[src/rtl/perm_pkg.sv]
package perm_pkg;
    localparam int unsigned OP_W = 3;

    typedef enum logic [OP_W-1:0] {
        OP_SHUF   = 3'd0,
        OP_ILV_HI = 3'd1,
        OP_ILV_LO = 3'd2,
        OP_MOV_HL = 3'd3,
        OP_MOV_LH = 3'd4
    } perm_op_e;

    typedef enum logic [0:0] {
        ST_IDLE   = 1'b0,
        ST_RESULT = 1'b1
    } perm_state_e;
endpackage

[src/rtl/lane_select.sv]
module lane_select #(
    parameter int unsigned LANE_W = 32,
    parameter int unsigned LANES  = 4,
    localparam int unsigned SEL_W = (LANES > 1) ? $clog2(LANES) : 1,
    localparam int unsigned VEC_W = LANE_W * LANES
) (
    input  logic [VEC_W-1:0]  vec,
    input  logic [SEL_W-1:0]  idx,
    output logic [LANE_W-1:0] lane
);
    always_comb begin
        lane = '0;
        for (int i = 0; i < int'(LANES); i++) begin
            if (idx == SEL_W'(i)) begin
                lane = vec[i*LANE_W +: LANE_W];
            end
        end
    end
endmodule

[src/rtl/perm_datapath.sv]
module perm_datapath
    import perm_pkg::*;
#(
    parameter int unsigned LANE_W = 32,
    parameter int unsigned LANES  = 4,
    localparam int unsigned SEL_W  = (LANES > 1) ? $clog2(LANES) : 1,
    localparam int unsigned IMM_W  = SEL_W * LANES,
    localparam int unsigned VEC_W  = LANE_W * LANES,
    localparam int unsigned HALF_L = LANES / 2,
    localparam int unsigned HALF_W = LANE_W * HALF_L
) (
    input  logic [OP_W-1:0]  in_op,
    input  logic [IMM_W-1:0] in_sel,
    input  logic [VEC_W-1:0] in_dst,
    input  logic [VEC_W-1:0] in_src,
    output logic [VEC_W-1:0] result
);
    logic [VEC_W-1:0] shuf_v;
    logic [VEC_W-1:0] ilv_hi_v;
    logic [VEC_W-1:0] ilv_lo_v;
    logic [VEC_W-1:0] mov_hl_v;
    logic [VEC_W-1:0] mov_lh_v;
    perm_op_e         op_e;

    assign op_e = perm_op_e'(in_op);

    // Shuffle: the lower half of the result draws on the destination,
    // the upper half on the source; each position has its own select field.
    for (genvar gi = 0; gi < int'(LANES); gi++) begin : g_shuf
        if (gi < int'(HALF_L)) begin : g_from_dst
            lane_select #(.LANE_W(LANE_W), .LANES(LANES)) u_sel (
                .vec  (in_dst),
                .idx  (in_sel[gi*SEL_W +: SEL_W]),
                .lane (shuf_v[gi*LANE_W +: LANE_W])
            );
        end else begin : g_from_src
            lane_select #(.LANE_W(LANE_W), .LANES(LANES)) u_sel (
                .vec  (in_src),
                .idx  (in_sel[gi*SEL_W +: SEL_W]),
                .lane (shuf_v[gi*LANE_W +: LANE_W])
            );
        end
    end

    // Interleave: alternate destination and source lanes from one half.
    for (genvar gj = 0; gj < int'(HALF_L); gj++) begin : g_ilv
        assign ilv_hi_v[(2*gj)*LANE_W   +: LANE_W] = in_dst[(HALF_L+gj)*LANE_W +: LANE_W];
        assign ilv_hi_v[(2*gj+1)*LANE_W +: LANE_W] = in_src[(HALF_L+gj)*LANE_W +: LANE_W];
        assign ilv_lo_v[(2*gj)*LANE_W   +: LANE_W] = in_dst[gj*LANE_W +: LANE_W];
        assign ilv_lo_v[(2*gj+1)*LANE_W +: LANE_W] = in_src[gj*LANE_W +: LANE_W];
    end

    // Half moves: one half comes from the source, the other keeps the destination.
    assign mov_hl_v = {in_dst[VEC_W-1:HALF_W], in_src[VEC_W-1:HALF_W]};
    assign mov_lh_v = {in_src[HALF_W-1:0],     in_dst[HALF_W-1:0]};

    always_comb begin
        unique case (op_e)
            OP_SHUF:   result = shuf_v;
            OP_ILV_HI: result = ilv_hi_v;
            OP_ILV_LO: result = ilv_lo_v;
            OP_MOV_HL: result = mov_hl_v;
            OP_MOV_LH: result = mov_lh_v;
            default:   result = in_dst;
        endcase
    end
endmodule

[src/rtl/perm_ctrl.sv]
module perm_ctrl
    import perm_pkg::*;
(
    input  logic clk,
    input  logic rst,
    input  logic in_valid,
    output logic load_en,
    output logic out_valid
);
    perm_state_e state_q;
    perm_state_e state_d;

    always_ff @(posedge clk) begin
        if (rst) begin
            state_q <= ST_IDLE;
        end else begin
            state_q <= state_d;
        end
    end

    always_comb begin
        unique case (state_q)
            ST_IDLE:   state_d = in_valid ? ST_RESULT : ST_IDLE;
            ST_RESULT: state_d = in_valid ? ST_RESULT : ST_IDLE;
            default:   state_d = ST_IDLE;
        endcase
    end

    always_comb begin
        out_valid = (state_q == ST_RESULT);
        load_en   = in_valid;
    end

    assert_valid_follows_R2: assert property (@(posedge clk) disable iff (rst)
        in_valid |=> out_valid);
    assert_valid_drops_R2: assert property (@(posedge clk) disable iff (rst)
        !in_valid |=> !out_valid);
endmodule

[src/rtl/lane_permute_unit.sv]
module lane_permute_unit
    import perm_pkg::*;
#(
    parameter int unsigned LANE_W = 32,
    parameter int unsigned LANES  = 4,
    localparam int unsigned SEL_W  = (LANES > 1) ? $clog2(LANES) : 1,
    localparam int unsigned IMM_W  = SEL_W * LANES,
    localparam int unsigned VEC_W  = LANE_W * LANES,
    localparam int unsigned HALF_W = LANE_W * (LANES / 2)
) (
    input  logic             clk,
    input  logic             rst,
    input  logic             in_valid,
    input  logic [2:0]       in_op,
    input  logic [IMM_W-1:0] in_sel,
    input  logic [VEC_W-1:0] in_dst,
    input  logic [VEC_W-1:0] in_src,
    output logic             out_valid,
    output logic [VEC_W-1:0] out_data
);
    logic             load_en;
    logic [VEC_W-1:0] perm_res;
    logic             rst_q;

    perm_ctrl u_ctrl (
        .clk       (clk),
        .rst       (rst),
        .in_valid  (in_valid),
        .load_en   (load_en),
        .out_valid (out_valid)
    );

    perm_datapath #(.LANE_W(LANE_W), .LANES(LANES)) u_dp (
        .in_op  (in_op),
        .in_sel (in_sel),
        .in_dst (in_dst),
        .in_src (in_src),
        .result (perm_res)
    );

    always_ff @(posedge clk) begin
        if (rst) begin
            out_data <= '0;
        end else if (load_en) begin
            out_data <= perm_res;
        end
    end

    always_ff @(posedge clk) begin
        rst_q <= rst;
        if (rst_q) begin
            assert_reset_clears_R1: assert (!out_valid && out_data == '0);
        end
    end

    assert_hold_when_idle_R3: assert property (@(posedge clk) disable iff (rst)
        !in_valid |=> $stable(out_data));
    assert_hl_keeps_upper_R8: assert property (@(posedge clk) disable iff (rst)
        (in_valid && in_op == OP_MOV_HL) |=>
            out_data[VEC_W-1:HALF_W] == $past(in_dst[VEC_W-1:HALF_W]));
    assert_lh_keeps_lower_R9: assert property (@(posedge clk) disable iff (rst)
        (in_valid && in_op == OP_MOV_LH) |=>
            out_data[HALF_W-1:0] == $past(in_dst[HALF_W-1:0]));
endmodule

[config.mk]
export PLATFORM = sky130hd
export DESIGN_NAME = lane_permute_unit
export DESIGN_NICKNAME = d
export VERILOG_FILES = /design/src/rtl/perm_pkg.sv /design/src/rtl/lane_select.sv /design/src/rtl/perm_datapath.sv /design/src/rtl/perm_ctrl.sv /design/src/rtl/lane_permute_unit.sv
export SDC_FILE = /design/constraint.sdc
export NUM_CORES = 1
export LEC_CHECK = 0
export ABC_CLOCK_PERIOD_IN_PS = 3800
export BUFFER_PORTS_ARGS = -buffer_cell sky130_fd_sc_hd__buf_2
export CELL_PAD_IN_SITES_DETAIL_PLACEMENT = 1
export CELL_PAD_IN_SITES_GLOBAL_PLACEMENT = 1
export CORE_MARGIN = 1
export CORE_UTILIZATION = 41
export DETAILED_ROUTE_END_ITERATION = 12
export PLACE_DENSITY = 0.94
export SYNTH_ARGS = -nofsm -noshare
export SYNTH_HDL_FRONTEND = slang
export SYNTH_SLANG_ARGS = --single-unit
[constraint.sdc]
create_clock -name clk -period 3.8 [get_ports clk]
set_clock_uncertainty 0.2 [all_clocks]
set_input_delay 0.19 -clock clk [delete_from_list [all_inputs] [get_ports clk]]
set_output_delay 0.19 -clock clk [all_outputs]
set_load 0.005 [all_outputs]
# After elaboration in Yosys (flattened, before gate mapping)
# Index checks and enable logic that the tools add are counted.
word_totals:
  regBits: 129
  in_bits: 270
  output_inout_bits: 129
op_classes:
  eq_ne: 16
  n_mux: 18
  n_reduce_logical: 5
op_table:
  columns: ["operator", "count"]
  rows:
  - ["one-hot mux 128 bit (5 select lines)", 1]
  - ["2-to-1 mux 32 bit", 16]
  - ["equality test 2 bit, second input constant", 8]
  - ["equality test 2 x 1 -> 1 bit, second input constant", 4]
  - ["zero test 2 bit", 4]
  - ["equality test 3 x 2 -> 1 bit, second input constant", 2]
  - ["equality test 3 x 1 -> 1 bit, second input constant", 1]
  - ["equality test 3 bit, second input constant", 1]
  - ["zero test 3 bit", 1]
  - ["2-to-1 mux 1 bit", 1]

# Longest topological paths before layout
# Gate-level depths: netlist (run 1).
depth:
  ltp_word: 6
  mapped_depth: 7
  ltp_nobuf: 4

# By module
# Synthesis (run 1) repeated with hierarchy kept, for this count alone.
hier_totals:
  hier_cells: 1244
  hier_area_um2: 12922.4
modules_own_cells:
  columns: ["mod", "n_inst", "cells_each", "area_each_um2", "seq_area_each_um2"]
  rows:
  - ["perm_datapath", 1, 673, 4971.0, 0.0]
  - ["lane_permute_unit", 1, 412, 4652.0, 2562.5]
  - ["lane_select", 4, 39, 814.5, 0.0]
  - ["perm_ctrl", 1, 3, 41.3, 20.0]

# Worst setup path after synthesis (run 1)
# Ideal clock, no wire load.
synth_timing:
  path_kind: "in2reg"
  startpoint: "input in_sel[7]"
  endpoint: "register out_data[110]"
  setup_ps: 134
  arrival_time_ps: 1327
  setup_slack_ps: 2139
  path_stages: 5
  path_buffers: 2
  cell_sequence: "buf_6 buf_4 mux4_2 a221oi_1 a211oi_1"
synth_between:
  elab_chain_len: 6
  elab_cells_between_ends: 9
  cone_classes: "eq/ne: 3; mux: 5; reduce/logical: 1"
synth_rtl:
  columns: ["element", "line_no", "source"]
  rows:
  - ["start, declared", "lane_permute_unit.sv:15", "input logic [IMM_W-1:0] in_sel,"]
  - ["zero test 2 bit", "lane_select.sv:14", "if (idx == SEL_W'(i)) begin"]
  - ["2-to-1 mux 32 bit (3 in a row)", "lane_select.sv:14", null]
  - ["2-to-1 mux 32 bit (*)", "lane_select.sv:14", null]
  - ["one-hot mux 128 bit (5 select lines) (*)", "perm_datapath.sv:58", "unique case (op_e)"]
  - ["end signal, assigned", "lane_permute_unit.sv:45", "out_data <= perm_res;"]
  - ["end, declared", "lane_permute_unit.sv:19", "output logic [VEC_W-1:0] out_data"]
# Mark *: on every way between the ends. The rest lies on a longest branch, timed or not.
# A chain may end at the register's enable or synchronous reset.

# Worst setup path in the final report (run 1)
layout_timing:
  startpoint: "input in_op[1]"
  endpoint: "register out_data[95]"
layout_between:
  elab_chain_len: 2
  elab_cells_between_ends: 6
  cone_classes: "eq/ne: 4; mux: 1; reduce/logical: 1"
layout_rtl:
  columns: ["element", "line_no", "source"]
  rows:
  - ["start, declared", "lane_permute_unit.sv:14", "input logic [2:0] in_op,"]
  - ["equality test 3 bit, or another cell as far along", "perm_datapath.sv:58", null]
  - ["one-hot mux 128 bit (5 select lines) (*)", "perm_datapath.sv:58", null]
# Marks and branches as above.

==> qor.yml, run 1 <==
clock_network:
  clk-insertion-delay-late_ps: 420
  cts_setup_buffers: 0
  htreeDepth: 4
  cts.root.buffer_cell: "clkbuf_16"
  cts.clk_slew.worst_paths_ps: 60
  clock-sinks: 129
  cts_tree: "done"
  holdBufCountCts: 105
  clockBufferDepth: 2
  cts_resized: 0
  numCtsBuffers: 17
route:
  ant_nets: 0
  drcViolationCount: 0
  drt_pass1_iterations: 8
  via_per_inst: 6.97
  wl_mm: 55.6
  vias: 13500
  first_iter_violations: 1611
  avgRoutedWirePerCell_microns: 28.7
timing:
  hold_viol: 0
  finalMaxSlewViolations: 0
  worstMarginPinSlew_ps: 1130
  relSlewSlack_pct: 24.7
  fmax_mhz: 343
  finalSetupTns_ps: 0
  finalCritPeriodShare_pct: 76.7
  rsz0062_at_grt: "false"
  setup_viol: 0
  min_period_ps: 2910
logic_synthesis:
  synth_nets: 1447
  synth_top_cell_area_share_pct: 25.9
  synthArstFlopShare_pct: 0
  synth_most_common_cell: "nor2_1"
  synth_area_leaders: "mux4_2 26%, dfxtp_1 23%, nor2_1 6.5%"
  syn-mean-instance-area_sq_um: 9.45
  ys_seq_area_share_pct: 23.2
  synth_ff_type: "dfxtp_1"
  synth_cell_types: 34
  synth_area_sq_um: 11100
  syn-instance-count: 1177
  synth_edf_count: 0
  yosys_warnings: 0
  synth_commonest_cells: "192 x nor2_1, 129 x dfxtp_1, 128 x mux4_2, 97 x nand2_1"
  synth_area_leader_cell: "mux4_2"
  ys_seq_elements: 129
power_and_ir_drop:
  ir_worst_vdd_mv: 0.255
  p_clk_share_pct: 35.7
  power.density_nw_per_um2: 325
  pwr-share-seq_pct: 32.0
  switching_share_pct: 34.1
  p_comb_share_pct: 32.3
  fin_total_pwr_mw: 4.80
  internal_power_mw: 3.16
  p_leak_nw: 6.14
  switchingPower_mw: 1.64
global_route:
  grt_max_degree: 112
  grt_pass1_vias: 14500
  grt_pass1_wl_mm: 84.7
  grt_antenna_before_repair: 9
  overflow: 0
  grt_usage_pct: 39.7
worst_setup_path:
  arrival_ps: 3080
  r2r_slack_ps: 2220
  cp_num_buf_inv: 3
  worstPathRequired_ps: 3960
  end_kind: "flip-flop"
  startpoint_type: "input port"
  critical_path.most_common_cell: "buf_4"
  r2r_cells: 3
  slowest_delay_ps: 600
  cp_slowest_cell: "buf_4"
  crit_fanout: 64
  crit_chain: "buf_4 -> nor2b_4 -> buf_4 -> a22oi_1 -> a2bb2oi_1 -> a311oi_1 -> dlygate4sd3_1"
  path_delay_family: "buffers and inverters"
  worstSetupPathType: "in -> reg"
  r2r-start: "out_data[88]"
  r2r_end: "out_data[88]"
floorplanning:
  fp.dieH_microns: 167
  die_w_microns: 167
  start_util_pct: 42.2
  fp.dieArea_sq_um: 27800
  rows: 59
  ios: 399
  core_area_sq_um: 26400
finish:
  fin_nets: 1854
  final_area_sq_um: 14800
  final_util_pct: 56.1
  syn2layout_area_growth_pct: 32.8
  final_layout_size_suffix_gt1_share_pct: 39.8
  final_cell_count_no_fill: 1940
run:
  cap_violations: 0
place:
  hpwl_mm: 34.4
  dp_cells: 1795
  numPortBuffers: 398
  place_area_sq_um: 13100
  gp_congestion: 0.889
worst_hold_path:
  min_path_cells: 3
  hold_class: "in -> reg"
  hold_end: "out_data[93]"
  min-delay-start: "in_src[29]"
status:
  status: "finished clean"
-- worst min-delay path, cell delays in order --
cell and delay [ps]:
buf_2 120, a21boi_0 170, a311oi_1 110
-- through the flow --
step	hold slack, ps	worst slack (ps)
after global placement	256	1210
after floorplan	131	2140
after global routing	17.4	774
final	9.60	887
after CTS	3.63	1070
after detailed placement	268	1080
-- power groups by stage --
| stage | combinational [mW] | sequential (mW) | clock (mW) |
|---|---|---|---|
| 4_1_cts | 1.49 | 1.53 | 1.72 |
| 5_1_grt | 1.63 | 1.54 | 1.78 |
| 6_report | 1.55 | 1.53 | 1.71 |
| 3_3_place_gp | 1.32 | 1.55 | 0 |
| 2_1_floorplan | 0.803 | 1.55 | 0 |
| 3_5_place_dp | 1.39 | 1.55 | 0 |
-- state kept, by name (all words and copies together), names as in the netlist --
signal            count
out_data            128
u_ctrl.out_valid      1
-- per-layer routing --
layer	vias to the layer above	part of all wire, %	GRT usage, %
met5	-	0	0
met4	0	6.4	28.7
met3	304	10	8.22
met2	1162	48	64.8
met1	6605	36	46.5
li1	5450	-	-
-- worst max-delay path by stage --
stage	startpoint	to	depth (start not counted)
floorplan	in_sel[7]	out_data[110]	5
global placement	in_op[0]	out_data[15]	6
detailed placement	in_op[0]	out_data[24]	6
CTS	in_op[1]	out_data[83]	7
global route	in_op[1]	out_data[95]	7
finish	in_op[1]	out_data[95]	7
-- cells in the final DEF, fill, tap and decap left out, types with 2 or more instances in the layout --
| master | n |
|---|---|
| a211oi_1 | 27 |
| a211oi_2 | 5 |
| a21boi_0 | 28 |
| a21boi_1 | 4 |
| a21oi_1 | 32 |
| a221oi_1 | 59 |
| a221oi_2 | 5 |
| a22oi_1 | 32 |
| a2bb2oi_1 | 64 |
| a311oi_1 | 64 |
| buf_12 | 7 |
| buf_2 | 395 |
| buf_4 | 19 |
| bufinv_16 | 2 |
| clkbuf_16 | 17 |
| clkinv_2 | 3 |
| clkinv_4 | 2 |
| clkinvlp_4 | 4 |
| dfxtp_1 | 129 |
| diode_2 | 8 |
| dlygate4sd3_1 | 105 |
| inv_1 | 32 |
| inv_6 | 4 |
| mux2_2 | 32 |
| mux2i_1 | 32 |
| mux4_2 | 128 |
| nand2_1 | 96 |
| nand2b_2 | 2 |
| nor2_1 | 192 |
| nor2b_4 | 2 |
| nor3_1 | 32 |
| o21ai_0 | 7 |
| o21ai_1 | 25 |
-- cells by family (layout without fill, tap and decap cells) --
group	after synthesis	in the layout	synth area share, %
AOI/OAI and AO/OA	352	352	25.0
xor gates and xnor gates	1	1	0.0788
adders and majority gates	1	1	0.101
buffers and inverters	171	591	7.67
DFF	129	129	23.2
muxes	192	192	32.0
other	0	8	0
and+or+nand+nor	331	331	11.9
-- final cells by class --
type | count | area, sq um
fill | 3048 | 11600
clock buffer | 17 | 425
clock inverter | 15 | 158
sequential | 129 | 2580
inverter | 32 | 120
antenna | 8 | 20.0
multi-input combinational | 877 | 7720
tap | 335 | 419
timing repair buffer | 527 | 3320
(Power assumes the default switching activity.)
==> inputs of run 2 (changes only) <==
Settings changed: ABC_CLOCK_PERIOD_IN_PS 3800 to 2600, CORE_UTILIZATION 41 to 34, PLACE_DENSITY 0.94 to 0.84.
Clock period 3.8 ns to 2.6 ns, I/O delays scaled along.
==> run 2 against run 1 <==
Compared with the run above: hold slack better by 9.6 ps; largest power group unchanged; critical path type unchanged; first-iteration DRC count is 3.3% lower; total power increased by 51%; cell area rose by 7.4%; global-route usage shrank 5.1 points; sequential share of layout area down 1.2 points; via count increased by 2.6%; clock power increased by 49%; worst setup slack worse by 880 ps; flip-flop and latch count did not move; count of clock-buffer cells in the layout increased by 7.
==> qor.yml, run 2 (synthesis results as in run 1) <==
worst_setup_path:
  cp_slowest_cell: "nor2b_4"
  crit_chain: "buf_4 -> nor2b_4 -> a22oi_1 -> a2bb2oi_1 -> a311oi_2 -> dlygate4sd3_1"
  worstSetupPathType: "in -> reg"
  startpoint_type: "input port"
  crit_fanout: 32  # -50%
  slowest_delay_ps: 1030  # +430 ps
  end_kind: "flip-flop"
  arrival_ps: 2770  # -310 ps
  worstPathRequired_ps: 2770  # -1190 ps
route:
  ant_nets: 0  # unchanged
  first_iter_violations: 1558  # -3.3%
  drcViolationCount: 0  # unchanged
  wl_mm: 58.6  # +5.3%
  avgRoutedWirePerCell_microns: 27.7  # -3.4%
  drt_pass1_iterations: 6  # -2
  via_per_inst: 6.56  # -5.8%
  vias: 13900  # +2.6%
global_route:
  grt_pass1_wl_mm: 88.1  # +3.9%
  grt_pass1_vias: 14900  # +3.1%
  grt_max_degree: 127  # +13%
  overflow: 0  # unchanged
  grt_antenna_before_repair: 3  # -6
  grt_usage_pct: 34.6  # -5.1 points
place:
  numPortBuffers: 398  # unchanged
  pre_cts_slack_ps: 276  # -809 ps
  hpwl_mm: 34.7  # +0.99%
  gp_congestion: 0.878  # -1.3%
worst_hold_path:
  hold_class: "in -> reg"
finish:
  final_layout_size_suffix_gt1_share_pct: 38.7  # -1.1 points
  multiInputGateArea_sq_um: 7750  # +0.39%
  layout_commonest_cell: "buf_2"
  final_util_pct: 49.8  # -6.3 points
  n_fill_cell: 3685  # +21%
  largest_register_ff_count: 128  # unchanged
  register_area_sq_um: 2580  # unchanged
  syn2layout_area_growth_pct: 42.6
  fin_nets: 1936  # +4.4%
  final_cell_mix: "395 x buf_2, 192 x nor2_1, 174 x dlygate4sd3_1"
  top_register: "out_data"
power_and_ir_drop:
  p_comb_share_pct: 33.7  # +1.4 points
  switching_share_pct: 33.0  # -1.1 points
  power.density_nw_per_um2: 456  # +40%
  switchingPower_mw: 2.39  # +46%
  ir_worst_vdd_mv: 0.454  # +78%
  p_clk_share_pct: 35.3  # -0.4 points
  fin_total_pwr_mw: 7.23  # +51%
  pwr-share-seq_pct: 31.0  # -1.0 points
  p_leak_nw: 6.62  # +7.9%
  internal_power_mw: 4.84  # +53%
clock_network:
  cts_tree: "done"
  clock-sinks: 129  # unchanged
  clk-insertion-delay-late_ps: 430  # about the same
  clockBufferDepth: 2  # unchanged
  cts.clk_slew.worst_paths_ps: 70  # about the same
  numCtsBuffers: 17  # unchanged
  htreeDepth: 4  # unchanged
  cts.root.buffer_cell: "clkbuf_16"
timing:
  fmax_mhz: 385
  layout_setup_ws_ps: 1.85  # -885 ps
  finalMaxSlewViolations: 0  # unchanged
  setup_viol: 0  # unchanged
  hold_viol: 0  # unchanged
  finalCritPeriodShare_pct: 99.9
  worstMarginPinSlew_ps: 1290  # +162 ps
  min_period_ps: 2600
  rsz0062_at_grt: "true"
  relSlewSlack_pct: 13.7  # -11 points
floorplanning:
  rows: 65  # +10%
  fp.dieH_microns: 183  # +9.7%
  core_area_sq_um: 31900  # +21%
  start_util_pct: 34.9  # -7.3 points
  fp.dieArea_sq_um: 33400  # +20%
  ios: 399  # unchanged
  die_w_microns: 183  # +9.7%
status:
  status: "finished clean"
run:
  cap_violations: 0  # unchanged
run 2: stage by stage:
stage | area, sq um | hold WS [ps] | std cells | setup TNS (ps)
floorplan | 11100 | 71.0 | 1177 | 0
global placement | 13500 | 196 | 1908 | 0
detailed placement | 13500 | 210 | 1908 | 0
CTS | 15800 | 0.244 | 2111 | 0
global route | 15900 | 7.36 | 2113 | -65.6
finish | 15900 | 19.2 | 2114 | 0
run 2: worst max-delay path, delay by kind of cell:
kind	cells	cell delay, ps
and+or+nand+nor	1	1030
AOI/OAI and AO/OA	3	690
buffers and inverters	2	880
run 2: repair_timing:
item / in CTS / in global routing
hold buffers: 174 / 0
resized for setup: 0 / 5
endpoints found under the hold margin: 117 / 0
setup buffers: 0 / 0
setup endpoints to repair: 0 / 5
run 2: worst paths after layout:
path	cells past startpoint	startpoint	end	slack [ps]
max	6	in_op[1]	out_data[75]	2
min reg2reg	2	out_data[58]	out_data[58]	280
min	4	in_dst[33]	out_data[33]	20
max reg2reg	3	out_data[75]	out_data[75]	930
run 2: area by class of cell:
class | count | area share, %
inverter | 32 | 0.757
clock inverter | 5 | 0.489
sequential | 129 | 16.3
multi-input combinational | 877 | 48.9
clock buffer | 24 | 3.16
antenna | 3 | 0.0473
tap | 435 | 3.43
timing repair buffer | 609 | 26.9
run 2: power groups by stage:
stage	Clock (mW)	Combinational (mW)	Sequential [mW]
finish	2.55	2.44	2.24
global route	2.62	2.56	2.25
CTS	2.55	2.32	2.23
detailed placement	0	2.08	2.27
global placement	0	2.01	2.27
floorplan	0	1.17	2.27
run 2: layer usage:
| layer | up-vias | share of wire, % | routed length [microns] | track usage (%) |
|---|---|---|---|---|
| met2 | 1112 | 47 | 27500 | 56.7 |
| met4 | 0 | 6.3 | 3670 | 22.8 |
| met3 | 335 | 9.6 | 5640 | 8.12 |
| li1 | 5608 | - | - | - |
| met1 | 6819 | 37 | 21700 | 40.5 |
| met5 | - | 0 | 0 | 0 |
==> inputs of run 3 (changes only) <==
Settings changed: CORE_UTILIZATION 34 to 36, SYNTH_HIERARCHICAL from default to 1.
==> run 3 against run 2 <==
Compared with the run above: the run now ends with hold timing, setup timing left; maximum frequency fell by 0.78%; clock power fell by 4%; sequential share of layout area fell by 1.6 points; utilization fell by 0.18 points; wire length rose by 9.6%; synthesized cell count rose by 5.7%; combinational power rose by 19%; area after synthesis rose by 16%; sequential power barely moved; die area rose by 9.6%; cell area rose by 11%.
==> qor.yml, run 3 <==
status:
  status: "finished with violations"
  failed_checks: "hold timing, setup timing"
logic_synthesis:
  synth_nets: 1514  # +4.6%
  synth_ff_type: "dfxtp_1"
  syn-mean-instance-area_sq_um: 10.4  # +9.9%
  synth_area_leader_cell: "mux4_2"
  synth_area_sq_um: 12900  # +16%
  synth_top_cell_area_share_pct: 20.9  # -5.0 points
  ys_seq_area_share_pct: 20.0  # -3.2 points
  synthArstFlopShare_pct: 0  # unchanged
  syn-instance-count: 1244  # +5.7%
  yosys_warnings: 6  # +6
  synth_commonest_cells: "182 x mux2i_1, 129 x dfxtp_1, 129 x nor2_1, 120 x mux4_2, 113 x a22oi_1"
  ys_seq_elements: 129  # unchanged
  synth_area_leaders: "mux4_2 21%, dfxtp_1 20%, mux2i_1 14%"
  synth_most_common_cell: "mux2i_1"
  synth_edf_count: 0  # unchanged
  synth_cell_types: 33  # -2.9%
place:
  gp_congestion: 0.861  # -1.9%
  numPortBuffers: 398  # unchanged
  dp_cells: 1998  # +4.7%
  pre_cts_slack_ps: 201  # -74.8 ps
  hpwl_mm: 37.0  # +6.4%
route:
  wl_mm: 64.2  # +9.6%
  drt_pass1_iterations: 7  # +1
  avgRoutedWirePerCell_microns: 28.7  # +3.6%
  vias: 14600  # +5.2%
  drcViolationCount: 0  # unchanged
  via_per_inst: 6.53  # -0.54%
  ant_nets: 0  # unchanged
  first_iter_violations: 1587  # +1.9%
timing:
  fin_hold_ws_ps: -7.66  # -26.9 ps
  hold_viol: 1  # +1
  worstMarginPinSlew_ps: 1420  # +123 ps
  finalMaxSlewViolations: 0  # unchanged
  relSlewSlack_pct: 5.42  # -8.3 points
  rsz0062_at_grt: "true"
  layout_setup_ws_ps: -18.4  # -20.3 ps
  fmax_mhz: 382  # -0.78%
  setup_viol: 2  # +2
  finalCritPeriodShare_pct: 101  # +0.78 points
  min_period_ps: 2620  # +20.3 ps
worst_setup_path:
  end_kind: "flip-flop"
  slowest_delay_ps: 590  # -440 ps
  cp_slowest_cell: "dlygate4sd3_1"
  path_delay_family: "buffers and inverters"
  worstPathRequired_ps: 2740  # -30 ps
  r2r_end: "out_data[97]"
  arrival_ps: 2750  # -20 ps
  r2r_cells: 3  # unchanged
  startpoint_type: "input port"
  crit_chain: "dlygate4sd3_1 -> buf_2 -> mux4_2 -> nor2b_1 -> a222oi_1 -> nand2_1 -> dlygate4sd3_1 -> mux2i_1 -> nor2_1"
  crit_fanout: 4  # -88%
  r2r-start: "out_data[97]"
  r2r_slack_ps: 1140  # +210 ps
  critical_path.most_common_cell: "dlygate4sd3_1"
  cp_num_buf_inv: 3  # +1
  worstSetupPathType: "in -> reg"
worst_hold_path:
  min-delay-start: "in_dst[54]"
  hold_class: "in -> reg"
  hold_end: "out_data[54]"
  min_path_cells: 5  # +1
finish:
  register_area_sq_um: 2580  # unchanged
  top_register: "out_data"
  multiInputGateArea_sq_um: 9250  # +19%
  final_util_pct: 49.6  # -0.18 points
  syn2layout_area_growth_pct: 36.1
  layout_commonest_cell: "buf_2"
  fin_nets: 2022  # +4.4%
  final_cell_mix: "392 x buf_2, 195 x dlygate4sd3_1, 181 x mux2i_1"
  largest_register_ff_count: 128  # unchanged
  n_fill_cell: 4013  # +8.9%
  final_cell_count_no_fill: 2237  # +5.8%
  final_layout_size_suffix_gt1_share_pct: 38.4  # -0.31 points
clock_network:
  clock-sinks: 129  # unchanged
  numCtsBuffers: 17  # unchanged
  htreeDepth: 4  # unchanged
  cts.root.buffer_cell: "clkbuf_16"
  cts_tree: "done"
  clockBufferDepth: 2  # unchanged
  cts.clk_slew.worst_paths_ps: 70  # about the same
  clk-insertion-delay-late_ps: 450  # +20 ps
floorplanning:
  fp.dieArea_sq_um: 36700  # +9.6%
  core_area_sq_um: 35500  # +11%
  fp.dieH_microns: 191  # +4.7%
  die_w_microns: 191  # +4.7%
  start_util_pct: 36.4  # +1.5 points
  rows: 69  # +6.2%
  ios: 399  # unchanged
global_route:
  overflow: 0  # unchanged
  grt_max_degree: 76  # -40%
  grt_usage_pct: 33.9  # -0.73 points
  grt_pass1_vias: 16100  # +7.9%
  grt_pass1_wl_mm: 93.6  # +6.3%
  grt_antenna_before_repair: 11  # +8
power_and_ir_drop:
  power.density_nw_per_um2: 432  # -5.2%
  ir_worst_vdd_mv: 0.514  # +13%
  p_leak_nw: 7.62  # +15%
run:
  cap_violations: 0  # unchanged
## run 3: cell families (layout without fill, tap and decap cells)
group | count (synthesis) | after routing | share of synthesized area, %
DFF | 129 | 129 | 20.0
buffers and inverters | 146 | 667 | 8.94
other | 0 | 11 | 0
AOI/OAI and AO/OA | 298 | 298 | 16.5
adders and majority gates | 1 | 1 | 0.0775
muxes | 383 | 383 | 43.9
and+or+nand+nor | 287 | 287 | 10.5
## run 3: worst register-to-register path, cell delays in order, from the launching register on
cell and delay, ps:
dfxtp_1 330, mux2i_1 170, nor2_1 70, dlygate4sd3_1 580
## run 3: layer usage
| metal | GRT usage (%) | up-vias | share of wire [%] | wire, microns |
|---|---|---|---|---|
| li1 | - | 5929 | - | - |
| met1 | 37.1 | 7152 | 36 | 22900 |
| met2 | 56.5 | 1151 | 48 | 30900 |
| met3 | 8.83 | 366 | 9.6 | 6150 |
| met4 | 24.7 | 4 | 6.7 | 4280 |
| met5 | 0 | - | 0.036 | 23 |
## run 3: what timing repair did
| action | 4_1_cts | 5_1_grt |
|---|---|---|
| buffers inserted | 0 | 1 |
| resized for setup | 0 | 20 |
| setup endpoints to repair | 0 | 11 |
| hold endpoints to repair | 122 | 0 |
| hold buffers | 199 | 0 |
## run 3: cell type report
type                       count  area share (%)
multi-input combinational    969            52.6
timing repair buffer         634            26.1
sequential                   129            14.7
clock inverter                15           0.775
antenna                       11           0.156
inverter                       1          0.0213
clock buffer                  17            2.42
tap                          461            3.28
## run 3: how the worst max path moves through the flow
stage / from / end / slack, ps / cells after the start
after detailed placement: in_sel[4] / out_data[77] / 200 / 8
after CTS: in_op[2] / out_data[97] / 60 / 10
after global placement: in_sel[4] / out_data[73] / 360 / 8
after floorplan: in_sel[4] / out_data[65] / 750 / 8
after global routing: in_op[1] / out_data[97] / -8 / 9
final: in_dst[90] / out_data[58] / -20 / 9
## run 3: per-stage QoR
stage | power, mW | instance area (sq um) | setup TNS, ps
4_1_cts | 7.44 | 17500 | 0
3_5_place_dp | 4.67 | 15000 | 0
3_3_place_gp | 4.56 | 15000 | 0
6_report | 7.60 | 17600 | -22.7
2_1_floorplan | 3.78 | 12900 | 0
5_1_grt | 7.84 | 17600 | -12.4
## run 3: power by group
part           switching [mW]  total, mW  internal (mW)  leakage (nW)
Sequential              0.104       2.23           2.13          1.06
Combinational            1.46       2.91           1.46          6.29
Clock                    1.14       2.46           1.32         0.266
